`src/rtl/rwc_pkg.sv`:
```
// Shared widths and the configuration word layout for the result window comparator.
// Assumes results are unsigned and that channel numbers fit in CH_W bits.
package rwc_pkg;
    parameter int DATA_W = 12;
    parameter int CH_W   = 4;
    parameter int CNT_W  = 4;

    // Packed so that the enable lands in bit 0 and the threshold in the top bits.
    typedef struct packed {
        logic [DATA_W-1:0] thr;
        logic [CH_W-1:0]   chan;
        logic [CNT_W-1:0]  need_m1;
        logic              cond;
        logic              en;
    } rwc_cfg_t;

    localparam int CFG_W = $bits(rwc_cfg_t);
endpackage

```
`src/rtl/rwc_cfg_reg.sv`:
```
// Holds one instance's configuration word.
// Assumes: the write strobe is a single-cycle pulse; reset leaves the instance disabled.
module rwc_cfg_reg
    import rwc_pkg::*;
(
    input  logic             clk,
    input  logic             rst_n,
    input  logic             wr,
    input  logic [CFG_W-1:0] word,
    output rwc_cfg_t         cfg
);
    // Load the word on a strobe; reset clears every field.
    always_ff @(posedge clk) begin
        if (!rst_n)  cfg <= '0;
        else if (wr) cfg <= rwc_cfg_t'(word);
    end
endmodule

```
`src/rtl/rwc_compare.sv`:
```
// Combinational threshold test for one result value.
// Assumes: both operands are unsigned, cond=0 selects below, cond=1 selects at-or-above.
module rwc_compare
    import rwc_pkg::*;
(
    input  logic [DATA_W-1:0] value,
    input  logic [DATA_W-1:0] thr,
    input  logic              cond,
    output logic              pass
);
    // Pick the relation named by the condition bit.
    always_comb begin
        if (cond) pass = (value >= thr);
        else      pass = (value <  thr);
    end
endmodule

```
`src/rtl/rwc_tracker.sv`:
```
// Counts consecutive passing results on the selected channel and owns the sticky flag.
// Assumes: a config write restarts the run and wins over a same-cycle result;
// a set wins over a same-cycle clear.
module rwc_tracker
    import rwc_pkg::*;
(
    input  logic             clk,
    input  logic             rst_n,
    input  logic             en,
    input  logic             restart,
    input  logic             sample,
    input  logic             pass,
    input  logic [CNT_W-1:0] need_m1,
    input  logic             clr,
    output logic             flag
);
    logic [CNT_W-1:0] run_cnt;
    logic             counts;
    logic             last_hit;
    logic             fire;

    // Decide whether this cycle's result counts and whether it closes the run.
    always_comb begin
        counts   = en && !restart && sample;
        last_hit = (run_cnt == need_m1);
        fire     = counts && pass && last_hit;
    end

    // Track the run length: restart on a write, a disable, a miss or a completed run.
    always_ff @(posedge clk) begin
        if (!rst_n || restart || !en) run_cnt <= '0;
        else if (counts) begin
            if (!pass || last_hit) run_cnt <= '0;
            else                   run_cnt <= run_cnt + 1'b1;
        end
    end

    // Sticky flag: set on a completed run, cleared by a write of one.
    always_ff @(posedge clk) begin
        if (!rst_n)    flag <= 1'b0;
        else if (fire) flag <= 1'b1;
        else if (clr)  flag <= 1'b0;
    end
endmodule

```
`src/rtl/res_window_cmp.sv`:
```
// Top: NUM_CMP independent window comparators on one stream of tagged results.
// Assumes: at most one result per cycle; the configuration bus is shared and
// steered by per-instance strobes.
module res_window_cmp
    import rwc_pkg::*;
#(
    parameter int NUM_CMP = 2
) (
    input  logic                  clk,
    input  logic                  rst_n,
    input  logic                  res_valid,
    input  logic [CH_W-1:0]       res_chan,
    input  logic [DATA_W-1:0]     res_data,
    input  logic [NUM_CMP-1:0]    cfg_wr,
    input  logic [CFG_W-1:0]      cfg_word,
    input  logic [NUM_CMP-1:0]    flag_clr,
    output logic [NUM_CMP-1:0]    flag
);
    logic [NUM_CMP-1:0]           cmp_en;
    logic [NUM_CMP-1:0][CH_W-1:0] cmp_chan;

    for (genvar i = 0; i < NUM_CMP; i++) begin : g_cmp
        rwc_cfg_t cfg;
        logic     pass;
        logic     sample;

        rwc_cfg_reg u_cfg (
            .clk  (clk),
            .rst_n(rst_n),
            .wr   (cfg_wr[i]),
            .word (cfg_word),
            .cfg  (cfg)
        );

        rwc_compare u_cmp (
            .value(res_data),
            .thr  (cfg.thr),
            .cond (cfg.cond),
            .pass (pass)
        );

        // A result is a candidate only when it belongs to this instance's channel.
        always_comb begin
            sample      = res_valid && (res_chan == cfg.chan);
            cmp_en[i]   = cfg.en;
            cmp_chan[i] = cfg.chan;
        end

        rwc_tracker u_trk (
            .clk    (clk),
            .rst_n  (rst_n),
            .en     (cfg.en),
            .restart(cfg_wr[i]),
            .sample (sample),
            .pass   (pass),
            .need_m1(cfg.need_m1),
            .clr    (flag_clr[i]),
            .flag   (flag[i])
        );
    end
endmodule

```
`config.mk`:
```
export PLATFORM = sky130hd
export DESIGN_NAME = res_window_cmp
export DESIGN_NICKNAME = d
export VERILOG_FILES = /design/src/rtl/rwc_pkg.sv /design/src/rtl/rwc_cfg_reg.sv /design/src/rtl/rwc_compare.sv /design/src/rtl/rwc_tracker.sv /design/src/rtl/res_window_cmp.sv
export SDC_FILE = /design/constraint.sdc
export NUM_CORES = 1
export LEC_CHECK = 0
export BUFFER_PORTS_ARGS = -buffer_cell sky130_fd_sc_hd__buf_2
export CORE_MARGIN = 2
export CORE_UTILIZATION = 51
export DETAILED_ROUTE_END_ITERATION = 8
export GPL_TIMING_DRIVEN = 0
export PLACE_DENSITY = 0.76
export REMOVE_ABC_BUFFERS = 1
export SYNTH_ARGS = -nofsm -noshare
export SYNTH_HDL_FRONTEND = slang
export SYNTH_HIERARCHICAL = 1
export SYNTH_SLANG_ARGS = --single-unit
```
`constraint.sdc`:
```
create_clock -name clk -period 2 [get_ports clk]
set_input_delay 0.2 -clock clk [delete_from_list [all_inputs] [get_ports clk]]
set_output_delay 0.2 -clock clk [all_outputs]
set_load 0.005 [all_outputs]
```
# Yosys cells after proc, flatten, opt, wreduce, memory -nomap -nowiden
# Index checks and enable logic that the tools add are counted.
[word_totals]
register_bits = 54
out_inout_bits = 2
word_cells = 57
[op_classes]
add_sub_neg = 2
magnitude_cmp = 4
eq_ne = 4
muxes = 8
reduce_logical = 25
[op_table]
columns = ["op", "count"]
rows = [
  ["12-bit >= comparator", 2],
  ["12-bit less-than comparator", 2],
  ["4-bit == test", 4],
  ["1-bit logical AND", 10],
  ["4-bit by 1-bit adder with 4-bit output, second input constant", 2],
  ["4-bit two-way mux", 2],
  ["1-bit logical NOT", 7],
  ["1-bit logical OR", 6],
  ["1-bit two-way mux", 6],
  ["2-bit nonzero test", 2],
]

# Depth between registers and ports, before layout
# Gate-level depths: netlist of run 1.
[logic_depth]
word_depth = 6
mapped_depth = 10
depth_no_buf = 10

# Hierarchy
# Netlist of run 1, hierarchy kept.
[by_module_without_submodules]
columns = ["mod", "n_inst", "cells_each", "area_per_inst_um2", "seq_area_each_um2"]
rows = [
  ["rwc_cfg_reg", 2, 71, 857.1, 440.4],
  ["rwc_compare", 2, 42, 315.3, 0.0],
  ["rwc_tracker", 2, 35, 301.5, 100.1],
  ["res_window_cmp", 1, 12, 102.6, 0.0],
]

# Worst setup path before layout of run 1
# OpenSTA, ideal clock, no wires.
[synth_path]
kind = "reg-to-reg"
startpoint = "reg g_cmp[1].u_cfg/cfg[19] (netlist name)"
endpoint = "reg g_cmp[1].u_trk.run_cnt[0]"
setup_ps = 70
arrival_time_ps = 2079
required_ps = 1930
path_slack_ps = -149
stages_incl_launch_ff = 10
path_buffers = 0
synth_period_minus_slack_ps = 2149
path_cell_list = "dfxtp_1 -> inv_1 -> ha_1 -> a21o_1 -> a21o_1 -> a2111oi_2 -> mux2_1 -> nand2_1 -> or3b_1 -> a21oi_1"
[synth_between]
elab_chain_len = 5
elab_cells_between_ends = 6
cone_classes = "order compare: 2; mux: 2; reduce/logical: 2"
[synth_lines]
columns = ["element", "line_no", "rtl"]
rows = [
  ["12-bit less-than comparator / 12-bit >= comparator (equally long branches)", "rwc_compare.sv:14, rwc_compare.sv:13", ""],
  ["1-bit two-way mux *", "rwc_compare.sv:13", "if (cond) pass = (value >= thr);"],
  ["net g_cmp[1].pass", "res_window_cmp.sv:24", "logic pass;"],
  ["1-bit logical NOT *", "rwc_tracker.sv:33", "if (!pass || last_hit) run_cnt <= '0;"],
  ["1-bit logical OR *", "rwc_tracker.sv:33", ""],
  ["4-bit two-way mux *", "rwc_tracker.sv:33", ""],
  ["to (signal assigned)", "rwc_tracker.sv:34", "else run_cnt <= run_cnt + 1'b1;"],
  ["to (decl)", "rwc_tracker.sv:17", "logic [CNT_W-1:0] run_cnt;"],
]
# The timed path passes the listed nets; every way through them passes the cells marked *.
# A chain may end at the register's enable or synchronous reset.

# Worst setup path in the final report of run 1
[layout_path]
startpoint = "reg g_cmp[1].u_cfg/cfg[11] (netlist name)"
endpoint = "reg g_cmp[1].u_trk.run_cnt[0]"
[layout_between]
elab_chain_len = 5
elab_cells_between_ends = 6
cone_classes = "order compare: 2; mux: 2; reduce/logical: 2"
[layout_lines]
columns = ["element", "line_no"]
rows = [
  ["12-bit less-than comparator / 12-bit >= comparator (equally long branches)", "rwc_compare.sv:14, rwc_compare.sv:13"],
  ["1-bit two-way mux *", "rwc_compare.sv:13"],
  ["net g_cmp[1].pass", "res_window_cmp.sv:24"],
  ["1-bit logical NOT *", "rwc_tracker.sv:33"],
  ["1-bit logical OR *", "rwc_tracker.sv:33"],
  ["4-bit two-way mux *", "rwc_tracker.sv:33"],
]
# Marks and branches as above.

==> summary.md, run 1 <==
| Metric | Value |
|---|---|
| Met1 Track Usage GR | `24.69%` |
| Most Used Layer, Global Route | `met2` |
| Final Setup Violations | `10` |
| Final worst slack | `-178.7 ps` |
| Vias per cell | `5.245` |
| N_diodes | `0` |
| Number of global-route vias before repair | `2180` |
| Hold path depth | `3` |
| Die extent in x | `81.34 um` |
| Leakage | `1.535 nW` |
| Fillcell total | `465` |
| Total Routing Usage GR | `19.48%` |
| DP Wirelength | `4103 um` |
| Initial Utilization | `52.14%` |
| Clock sink count | `54` |
| Final design utilization | `63.20%` |
| Fin crit share | `108.9%` |
| Fmax | `0.4590 GHz` |
| Crit Reg-Reg Startpoint | `g_cmp[1].u_cfg/cfg[11]$_SDFFE_PN0P_` |
| M2 GR Usage | `33.61%` |
| Crit start category | `register` |
| Die Area | `6616 um^2` |
| Area growth syn-to-layout | `21.21%` |
| Post-synthesis sequential area ratio | `35.44%` |
| Syn Area/Cell | `9.904 um^2` |
| Initial DRC count | `104` |
| GRT overflow | `0` |
| Maxcap violations | `0` |
| Met3 usage | `3.667%` |
| Antenna violations before repair | `0` |
| Layout cell share with drive strength beyond 1 | `33.61%` |
| CP Buf/Inv Count | `1` |
| Minimum clock period after layout | `2179 ps` |
| Root Driver | `clkbuf_8` |
| Maximum fanout along the worst path | `2` |
| Failing checks | `setup timing` |
| Ys Warns | `6` |
| RSZ-0062 raised after global routing | `true` |
| CTS max path bufs | `2` |
| Clock-pin slew on the worst setup and hold paths | `100 ps` |
| Netlist Area Pre-Place | `3050 um^2` |
| WP depth | `10` |
| Worst Clk Skew | `8.694 ps` |
| Hold Path Origin | `cfg_word[13]` |
| Relative slew slack | `48.50%` |
| Min-Delay Path Class | `in2reg` |
| Final Hold Viols | `0` |
| Routed Antenna Nets | `0` |
| PortBufs | `46` |
| Via count | `2266` |
| Final Slew Violations | `0` |
| CP max-delay cell | `or3b_4` |
| Worst VDD drop | `0.4058 mV` |
| Die H | `81.34 um` |
| Critical Path AT | `2430 ps` |
| Synthesized flop and latch total | `54` |
| First-pass GRT wire length | `10010 um` |
| Asr flop ratio synth | `0%` |
| DRC viols | `0` |
| Crit Path Category | `reg2reg` |
| Crit path required time | `2250 ps` |
| CTS hold repair buffers | `0` |
| DP Worst Slack | `-368.4 ps` |
| Avg WL per Cell | `14.60 um` |
| CP Launch Point | `g_cmp[1].u_cfg/cfg[11]$_SDFFE_PN0P_` |
| Placer Congestion | `0.7899` |
| Synth cell types | `32` |
| Slowest stage delay, CP | `370 ps` |
| Status | `finished, violations left` |
| Std cell rows | `28` |
| Power Dens Cells | `645.2 nW/um^2` |
| Post-synth EDFFs | `0` |
| CTS buffer count | `5` |
| Core Area | `5851 um^2` |
| Post-Synthesis Cells | `308` |
| H-tree depth | `2` |
| Post-synth top flop | `dfxtp_1` |
| WHS | `155.2 ps` |
| Critical path capture point type | `register` |
| Critical-path cell list | `inv_2, ha_4, nor2b_4, o21ai_2, a21boi_4, a2111oi_4, mux2_4, nand2_4, or3b_4, a21oi_2` |
| Nets | `427` |
| CTS tree | `yes` |
| Least-Margin Pin Slew | `772.5 ps` |
| Worst reg2reg path depth | `10` |
| 1st-pass router iterations | `4` |
| Routed WL | `6306 um` |
| Worst-skew pair later-pin latency | `320 ps` |
| Largest net degree at the start of global routing | `49` |
| Worst path top cell family by delay | `compound AO/OA/AOI/OAI gates` |
| IO Pins | `47` |
## Yosys cell counts (4+ instances only)
| cell type | number | share of area, % |
|---|---|---|
| ha_1 | 26 | 11 |
| nor2b_1 | 46 | 9.4 |
| nand3_1 | 6 | 0.98 |
| mux2i_1 | 44 | 14 |
| nand4_1 | 12 | 2.5 |
| xnor2_1 | 10 | 2.9 |
| a21o_1 | 6 | 1.5 |
| nand2_1 | 14 | 1.7 |
| xor2_1 | 6 | 1.7 |
| nand3b_1 | 4 | 0.98 |
| a31oi_1 | 4 | 0.82 |
| inv_1 | 26 | 3.2 |
| a21oi_1 | 10 | 1.6 |
| dfxtp_1 | 54 | 35 |
| and2_1 | 4 | 0.82 |
| clkbuf_1 | 4 | 0.49 |
| buf_12 | 4 | 2.6 |
## power breakdown
| part | switching, W | total [W] | internal (W) |
|---|---|---|---|
| registers | 0.0000332 | 0.00116 | 0.00113 |
| clock network | 0.000372 | 0.000741 | 0.000369 |
| logic | 0.000236 | 0.000481 | 0.000245 |
| total | 0.000641 | 0.00239 | 0.00175 |
## registers in the layout (all words and copies together), names as in the netlist
signal / flops
g_cmp.u_trk/flag: 2
g_cmp.u_trk/run_cnt: 8
g_cmp.u_cfg/cfg: 44
## layout by cell type (no fill, tap or decap), types with 2 or more instances in the layout
cell,instances
and3b_1,2
nand4_2,2
inv_1,21
nor3_1,2
dfxtp_1,40
a21oi_1,3
a21o_1,6
clkinv_2,2
mux2i_1,44
and2b_2,2
nor4_2,2
ha_1,13
a21oi_2,7
nor2b_1,45
nand3_1,5
nand2_1,12
mux2_4,2
a31oi_1,4
nand4_1,12
dfxtp_2,14
xnor2_1,10
buf_2,46
nand4b_1,2
ha_4,12
a2111oi_4,2
o22ai_2,2
clkbuf_8,5
xor2_1,6
nand3b_1,4
inv_2,5
and2_1,3
buf_4,4
## tightest hold or removal path: stages
cell and delay [ps]:
buf_2 90, mux2i_1 60, nor2b_1 90
## what timing repair did
item	4_1_cts	5_1_grt
gates resized for setup	28	32
buffers inserted	3	2
endpoints found under the setup margin	10	10
pin swaps	18	9
## metrics by stage
stage	cell area (um^2)	TNS [ps]	total power (W)	cells
after global routing	3697	-1777	0.002500	432
final	3697	-1175	0.002386	432
after global placement	3257	-1854	0.001541	419
after CTS	3527	-413.4	0.002339	430
after detailed placement	3257	-2082	0.001556	419
after floorplan	2933	-482.9	0.001411	298
## worst paths after layout
path              slack [ps]                                     end
setup / recovery        -180  g_cmp[1].u_trk/run_cnt[0]$_SDFFE_PP0P_
hold / removal           160     g_cmp[1].u_cfg/cfg[13]$_SDFFE_PN0P_
setup reg to reg        -180  g_cmp[1].u_trk/run_cnt[0]$_SDFFE_PP0P_
hold reg to reg          520  g_cmp[1].u_trk/run_cnt[1]$_SDFFE_PP0P_
## routing by layer
metal | vias up | routed length, um
met4 | 0 | 105
li1 | 1152 | -
met3 | 9 | 199
met1 | 1061 | 2862
met2 | 44 | 3139
met5 | - | 0
## logic make-up (layout without fill, tap and decap cells)
kind of cell             count (synthesis)  after routing  synth area share, %
AO/OA/AOI/OAI                           28             28                6.152
adder cells (fa/ha/maj)                 26             26                10.66
XOR/XNOR                                16             16                4.594
flip-flops                              54             54                35.44
buffers and inverters                   36             85                7.055
multiplexers                            46             46                15.18
AND/OR/NAND/NOR                        102            102                20.92
## area by class of cell
| class | instances | area, um^2 | share of cell area (%) |
|---|---|---|---|
| multi-input cells | 218 | 2027 | 54.82 |
| flip-flops and latches | 54 | 1099 | 29.71 |
| repair buffers | 51 | 271.5 | 7.343 |
| inverters | 26 | 97.59 | 2.640 |
| well taps | 75 | 93.84 | 2.538 |
| clock buffers | 5 | 68.82 | 1.861 |
| clock inverters | 3 | 40.04 | 1.083 |
(Power assumes the default switching activity.)
==> inputs of run 2 (changes only) <==
CORE_MARGIN = default   (was 2)
==> summary.md, run 2 (synthesis results as in run 1) <==
| Metric | Value |
|---|---|
| Status | `finished, violations left` |
| Failing checks | `setup timing` |
| IO Pins | `47 (unchanged)` |
| Antenna violations before repair | `0 (unchanged)` |
| Via count | `2236 (-1.3%)` |
| Clock-pin slew on the worst setup and hold paths | `100 ps (about the same)` |
| WHS | `158.3 ps (+3.071 ps)` |
| Least-Margin Pin Slew | `765.8 ps (-6.742 ps)` |
| Area growth syn-to-layout | `17.47%` |
| Worst reg2reg path depth | `10 (unchanged)` |
| Avg WL per Cell | `13.55 um (-7.1%)` |
| Worst Clk Skew | `6.215 ps (-2.479 ps)` |
| Layout cell share with drive strength beyond 1 | `27.17% (-6.4 points)` |
| Core Area | `5642 um^2 (-3.6%)` |
| Area after DPL | `3253 um^2 (-0.12%)` |
| Fmax | `0.4679 GHz (+2.0%)` |
| Total Routing Usage GR | `20.29% (+0.81 points)` |
| Fillcell total | `442 (-4.9%)` |
| Routed Antenna Nets | `0 (unchanged)` |
| H-tree depth | `2 (unchanged)` |
| Maxcap violations | `0 (unchanged)` |
| Commonest non-fill, non-tap cell in the layout | `dfxtp_1` |
| PortBufs | `46 (unchanged)` |
| Critical path capture point type | `register` |
| Critical Path AT | `2380 ps (-50 ps)` |
| CP max-delay cell | `dfxtp_1` |
| Leakage | `1.502 nW (-2.2%)` |
| CTS max path bufs | `2 (unchanged)` |
| Slowest stage delay, CP | `350 ps (-20 ps)` |
| Placer Congestion | `0.7547 (-4.5%)` |
| Number of global-route vias before repair | `2310 (+6.0%)` |
| Die Area | `6295 um^2 (-4.9%)` |
| Min-Delay Path Class | `in2reg` |
| Flop2flop setup slack | `-140 ps (+40 ps)` |
| Largest register FFs | `44 (unchanged)` |
| Reg2reg end | `g_cmp[1].u_trk/run_cnt[0]$_SDFFE_PP0P_` |
| Most flops, register | `g_cmp.u_cfg/cfg` |
| Met3 usage | `4.483% (+0.82 points)` |
| GRT overflow | `0 (unchanged)` |
| Most Used Layer, Global Route | `met2` |
| Hold Path Origin | `cfg_word[15]` |
| First-pass GRT wire length | `10050 um (+0.41%)` |
| Final worst slack | `-137.0 ps (+41.70 ps)` |
| 1st-pass router iterations | `4 (unchanged)` |
| Power Dens Cells | `632.5 nW/um^2 (-2.0%)` |
| DRC viols | `0 (unchanged)` |
| RSZ-0062 raised after global routing | `true` |
| Die H | `79.34 um (-2.5%)` |
| N_diodes | `0 (unchanged)` |
| Final Hold Viols | `0 (unchanged)` |
| Clock sink count | `54 (unchanged)` |
| CTS tree | `yes` |
| Worst-skew pair later-pin latency | `310 ps (about the same)` |
| Crit path required time | `2240 ps (about the same)` |
| Met1 Track Usage GR | `25.11% (+0.41 points)` |
| Hold path depth | `3 (unchanged)` |
| Largest regs | `g_cmp.u_cfg/cfg: 44 flops, g_cmp.u_trk/run_cnt: 8 flops, g_cmp.u_trk/flag: 2 flops` |
| Die extent in x | `79.34 um (-2.5%)` |
| Crit Reg-Reg Startpoint | `g_cmp[1].u_cfg/cfg[17]$_SDFFE_PN0P_` |
| Worst VDD drop | `0.3551 mV (-13%)` |
| Final Setup Violations | `10 (unchanged)` |
| Minimum clock period after layout | `2137 ps (-41.70 ps)` |
| Crit start category | `register` |
| Relative slew slack | `48.95% (+0.45 points)` |
| Final Slew Violations | `0 (unchanged)` |
| M2 GR Usage | `34.40% (+0.79 points)` |
| CTS buffer count | `5 (unchanged)` |
| Initial DRC count | `74 (-29%)` |
| Crit Path Category | `reg2reg` |
| Std cell rows | `27 (-3.6%)` |
| Initial Utilization | `54.07% (+1.9 points)` |
| Vias per cell | `5.212 (-0.63%)` |
| Final Cell Area | `3583 um^2 (-3.1%)` |
| Hold Path End | `g_cmp[1].u_cfg/cfg[15]$_SDFFE_PN0P_` |
| Commonest cells after routing, fill and taps aside | `dfxtp_1, nor2b_1, buf_2` |
| Largest net degree at the start of global routing | `49 (unchanged)` |
| Root Driver | `clkbuf_8` |
| Fin crit share | `106.9% (-2.1 points)` |
| DP Wirelength | `4098 um (-0.12%)` |
| Nets | `427 (unchanged)` |
| Critical-path cell list | `inv_1, ha_1, nand4_1, nor2_1, a21boi_4, a2111oi_4, mux2_4, nand2_2, or3b_1, a21oi_1` |
| Maximum fanout along the worst path | `3 (+1)` |
| Routed WL | `5815 um (-7.8%)` |
## run 2: changes by cell type in the layout (fill, tap and decap cells not counted), moves of 2 or more
cell	previous run	this run
dfxtp_2	14	7
inv_1	21	24
a21oi_1	3	5
dfxtp_1	40	47
ha_1	13	18
a21oi_2	7	5
clkinv_2	2	0
ha_4	12	8
inv_2	5	2
o22ai_1	0	2
o22ai_2	2	0
## run 2: layer usage
layer	vias to the layer above	wire [um]
met3	9	244
li1	1156	-
met5	-	0
met2	35	2774
met1	1036	2706
met4	0	88
## run 2: what timing repair did
action,in CTS,in global routing
hold buffers,0,0
resized for setup,26,10
gates cloned,0,0
setup endpoints to repair,10,10
setup buffers,3,2
pin swaps,8,10
## run 2: worst max-delay path by stage
stage / from / to / slack, ps / cells past startpoint
floorplan: g_cmp[1].u_cfg/cfg[19]$_SDFFE_PN0P_ / g_cmp[1].u_trk/run_cnt[0]$_SDFFE_PP0P_ / -150 / 9
global placement: g_cmp[1].u_cfg/cfg[19]$_SDFFE_PN0P_ / g_cmp[1].u_trk/run_cnt[0]$_SDFFE_PP0P_ / -330 / 9
detailed placement: g_cmp[1].u_cfg/cfg[21]$_SDFFE_PN0P_ / g_cmp[1].u_trk/run_cnt[0]$_SDFFE_PP0P_ / -350 / 10
CTS: g_cmp[0].u_cfg/cfg[19]$_SDFFE_PN0P_ / g_cmp[0].u_trk/run_cnt[0]$_SDFFE_PP0P_ / -110 / 9
global route: g_cmp[1].u_cfg/cfg[17]$_SDFFE_PN0P_ / g_cmp[1].u_trk/run_cnt[0]$_SDFFE_PP0P_ / -230 / 10
finish: g_cmp[1].u_cfg/cfg[17]$_SDFFE_PN0P_ / g_cmp[1].u_trk/run_cnt[0]$_SDFFE_PP0P_ / -140 / 10
## run 2: per-stage QoR
stage / power, W / setup TNS (ps) / util, % / worst slack (ps) / cells
finish: 0.002267 / -677.4 / 63.52 / -137.0 / 429
detailed placement: 0.001554 / -2172 / 57.66 / -350.5 / 416
CTS: 0.002259 / -641.1 / 62.28 / -107.6 / 427
global placement: 0.001540 / -1919 / 57.66 / -331.6 / 416
global route: 0.002393 / -1571 / 63.52 / -233.5 / 429
floorplan: 0.001411 / -482.9 / - / -149.3 / 298
## run 2: report_power, final
part           leakage [nW]  switching (W)  internal [W]
Combinational          1.01       0.000219      0.000231
Sequential            0.446      0.0000310       0.00113
Clock                0.0478       0.000371      0.000286
Total                  1.50       0.000621       0.00165
## run 2: final cells by class
cell class	instances	area, um^2	area share (%)
Clock buffer	6	82.58	2.304
Clock inverter	2	16.27	0.4539
Inverter	26	97.59	2.723
Multi-Input combinational cell	218	1932	53.91
Sequential cell	54	1090	30.41
Tap cell	72	90.09	2.514
Timing Repair Buffer	51	275.3	7.682
## run 2: critical path, delay by kind of cell, from the launching register on
| kind | cells | cell delay [ps] |
|---|---|---|
| muxes | 1 | 220 |
| adders and majority gates | 1 | 330 |
| DFF | 1 | 350 |
| buffers and inverters | 1 | 50 |
| AOI/OAI and AO/OA | 3 | 410 |
| and+or+nand+nor | 4 | 700 |
==> inputs of run 3 (changes only) <==
CORE_ASPECT_RATIO = 1.5   (was default)
TNS_END_PERCENT = 10   (was default)
==> summary.md, run 3 (synthesis results as in run 1) <==
| Metric | Value |
|---|---|
| Layout cell share with drive strength beyond 1 | `34.26% (+7.1 points)` |
| Commonest non-fill, non-tap cell in the layout | `buf_2` |
| N_diodes | `0 (unchanged)` |
| Hold path depth | `3 (unchanged)` |
| Critical path capture point type | `register` |
| First-pass GRT wire length | `10700 um (+6.5%)` |
| Failing checks | `setup timing` |
| PortBufs | `46 (unchanged)` |
| Worst-skew pair later-pin latency | `300 ps (about the same)` |
| Area growth syn-to-layout | `21.58%` |
| Initial DRC count | `50 (-32%)` |
| WHS | `166.3 ps (+8.016 ps)` |
| Avg WL per Cell | `14.51 um (+7.1%)` |
| CP Buf/Inv Count | `1 (unchanged)` |
| GRT overflow | `0 (unchanged)` |
| Fin crit share | `108.1% (+1.2 points)` |
| Placer Congestion | `0.7513 (-0.45%)` |
| CTS max path bufs | `2 (unchanged)` |
| Maximum fanout along the worst path | `3 (unchanged)` |
| Relative slew slack | `50.02% (+1.1 points)` |
| Final worst slack | `-161.8 ps (-24.81 ps)` |
| Vias per cell | `5.251 (+0.74%)` |
| Maxcap violations | `0 (unchanged)` |
| Routed WL | `6255 um (+7.6%)` |
| Root Driver | `clkbuf_8` |
| Final Setup Violations | `9 (-1)` |
| Die H | `96.72 um (+22%)` |
| DP Worst Slack | `-401.4 ps (-50.84 ps)` |
| IO Pins | `47 (unchanged)` |
| Routed Antenna Nets | `0 (unchanged)` |
| Pwr Total | `0.002272 W (+0.23%)` |
| Worst path top cell family by delay | `simple AND/OR/NAND/NOR gates` |
| Number of global-route vias before repair | `2375 (+2.8%)` |
| CP Launch Point | `g_cmp[1].u_cfg/cfg[17]$_SDFFE_PN0P_` |
| Nets | `429 (+0.47%)` |
| 1st-pass router iterations | `4 (unchanged)` |
| Power Dens Cells | `612.6 nW/um^2 (-3.2%)` |
| Min-Delay Path Class | `in2reg` |
| Antenna violations before repair | `0 (unchanged)` |
| Crit start category | `register` |
| Fillcell total | `501 (+13%)` |
| CP max-delay cell | `dfxtp_1` |
| DP Wirelength | `4025 um (-1.8%)` |
| CTS hold repair buffers | `0 (unchanged)` |
| Least-Margin Pin Slew | `749.7 ps (-16.07 ps)` |
| Crit path required time | `2230 ps (about the same)` |
| DR top layer | `met4` |
| RSZ-0062 raised after global routing | `true` |
| Largest register FFs | `44 (unchanged)` |
| Std cell rows | `34 (+26%)` |
| Seq. cell area | `1102 um^2 (+1.1%)` |
| Crit Reg-Reg Startpoint | `g_cmp[1].u_cfg/cfg[17]$_SDFFE_PN0P_` |
| Commonest cells after routing, fill and taps aside | `buf_2, nor2b_1, mux2i_1` |
| Reg2reg end | `g_cmp[1].u_trk/run_cnt[0]$_SDFFE_PP0P_` |
| WL met1 | `2665 um (-1.5%)` |
| Leakage | `1.530 nW (+1.8%)` |
| Met3 Wirelength | `176 um (-28%)` |
| Hold Path End | `g_cmp[0].u_cfg/cfg[7]$_SDFFE_PN0P_` |
| Initial Utilization | `52.72% (-1.3 points)` |
| Worst Clk Skew | `4.313 ps (-1.901 ps)` |
| H-tree depth | `2 (unchanged)` |
| Core Area | `5786 um^2 (+2.6%)` |
| Final design utilization | `64.10% (+0.58 points)` |
| Minimum clock period after layout | `2162 ps (+24.81 ps)` |
| DRC viols | `0 (unchanged)` |
| Largest regs | `g_cmp.u_cfg/cfg: 44 flops, g_cmp.u_trk/run_cnt: 8 flops, g_cmp.u_trk/flag: 2 flops` |
| Die Area | `6301 um^2 (about the same)` |
| CTS buffer count | `5 (unchanged)` |
| Total Routing Usage GR | `21.38% (+1.1 points)` |
| Status | `finished, violations left` |
| Clock sink count | `54 (unchanged)` |
| Worst reg2reg path depth | `10 (unchanged)` |
| Final Hold Viols | `0 (unchanged)` |
| Slowest stage delay, CP | `340 ps (about the same)` |
| Fmax | `0.4626 GHz (-1.1%)` |
| Most flops, register | `g_cmp.u_cfg/cfg` |
| Met2 WL | `3274 um (+18%)` |
| Die extent in x | `65.15 um (-18%)` |
| Final Slew Violations | `0 (unchanged)` |
| Via count | `2263 (+1.2%)` |
| Worst VDD drop | `0.4095 mV (+15%)` |
| Critical Path AT | `2400 ps (+20 ps)` |
| Largest net degree at the start of global routing | `49 (unchanged)` |
| Flop2flop setup slack | `-160 ps (-20 ps)` |
| Clock-pin slew on the worst setup and hold paths | `90 ps (about the same)` |
| Critical-path cell list | `inv_1, ha_4, nand4_1, nor2_2, a21boi_4, a2111oi_4, mux2_4, nand2_2, or3b_1, a21oi_1` |
| CTS tree | `yes` |
| Crit Path Category | `reg2reg` |
| Area of the multi-input gates | `2041 um^2 (+5.6%)` |
| Hold Path Origin | `cfg_word[7]` |
-- run 3: tightest hold or removal path: stages --
cell and delay [ps]:
buf_2 90, mux2i_1 60, nor2b_1 90
-- run 3: what timing repair did --
item / CTS / global route
endpoints found under the setup margin: 10 / 10
hold endpoints to repair: 0 / 0
cloned: 0 / 0
gates resized for setup: 52 / 9
setup buffers: 6 / 1
pin swaps: 20 / 5
-- run 3: layer usage --
metal,global-route usage [%],up-vias
li1,-,1160
met1,25.06,1057
met2,38.94,36
met3,3.420,10
met4,5.853,0
met5,0,-
-- run 3: report_power, final --
group	internal, W	total [W]	switching [W]
registers	0.00113	0.00116	0.0000327
clock network	0.000280	0.000618	0.000338
logic	0.000252	0.000490	0.000238
total	0.00166	0.00227	0.000608
-- run 3: stage by stage --
step                      cells  setup TNS, ps  instance area [um^2]
after global placement      416          -2108                  3253
after CTS                   430         -529.3                  3651
after global routing        431          -1621                  3709
after floorplan             298         -482.9                  2933
final                       431         -583.9                  3709
after detailed placement    416          -2282                  3253
-- run 3: area by class of cell --
cell class / instances / area share, %
Clock buffer: 7 / 2.328
Clock inverter: 1 / 0.1350
Inverter: 26 / 2.632
Multi-Input combinational cell: 218 / 55.03
Sequential cell: 54 / 29.72
Tap cell: 72 / 2.429
Timing Repair Buffer: 53 / 7.726
-- run 3: worst max path at each step --
| stage | endpoint | slack, ps | depth (start not counted) |
|---|---|---|---|
| after floorplan | g_cmp[1].u_trk/run_cnt[0]$_SDFFE_PP0P_ | -150 | 9 |
| after global placement | g_cmp[1].u_trk/run_cnt[0]$_SDFFE_PP0P_ | -390 | 10 |
| after detailed placement | g_cmp[1].u_trk/run_cnt[0]$_SDFFE_PP0P_ | -400 | 10 |
| after CTS | g_cmp[0].u_trk/run_cnt[0]$_SDFFE_PP0P_ | -110 | 10 |
| after global routing | g_cmp[1].u_trk/run_cnt[0]$_SDFFE_PP0P_ | -300 | 11 |
| final | g_cmp[1].u_trk/run_cnt[0]$_SDFFE_PP0P_ | -160 | 10 |
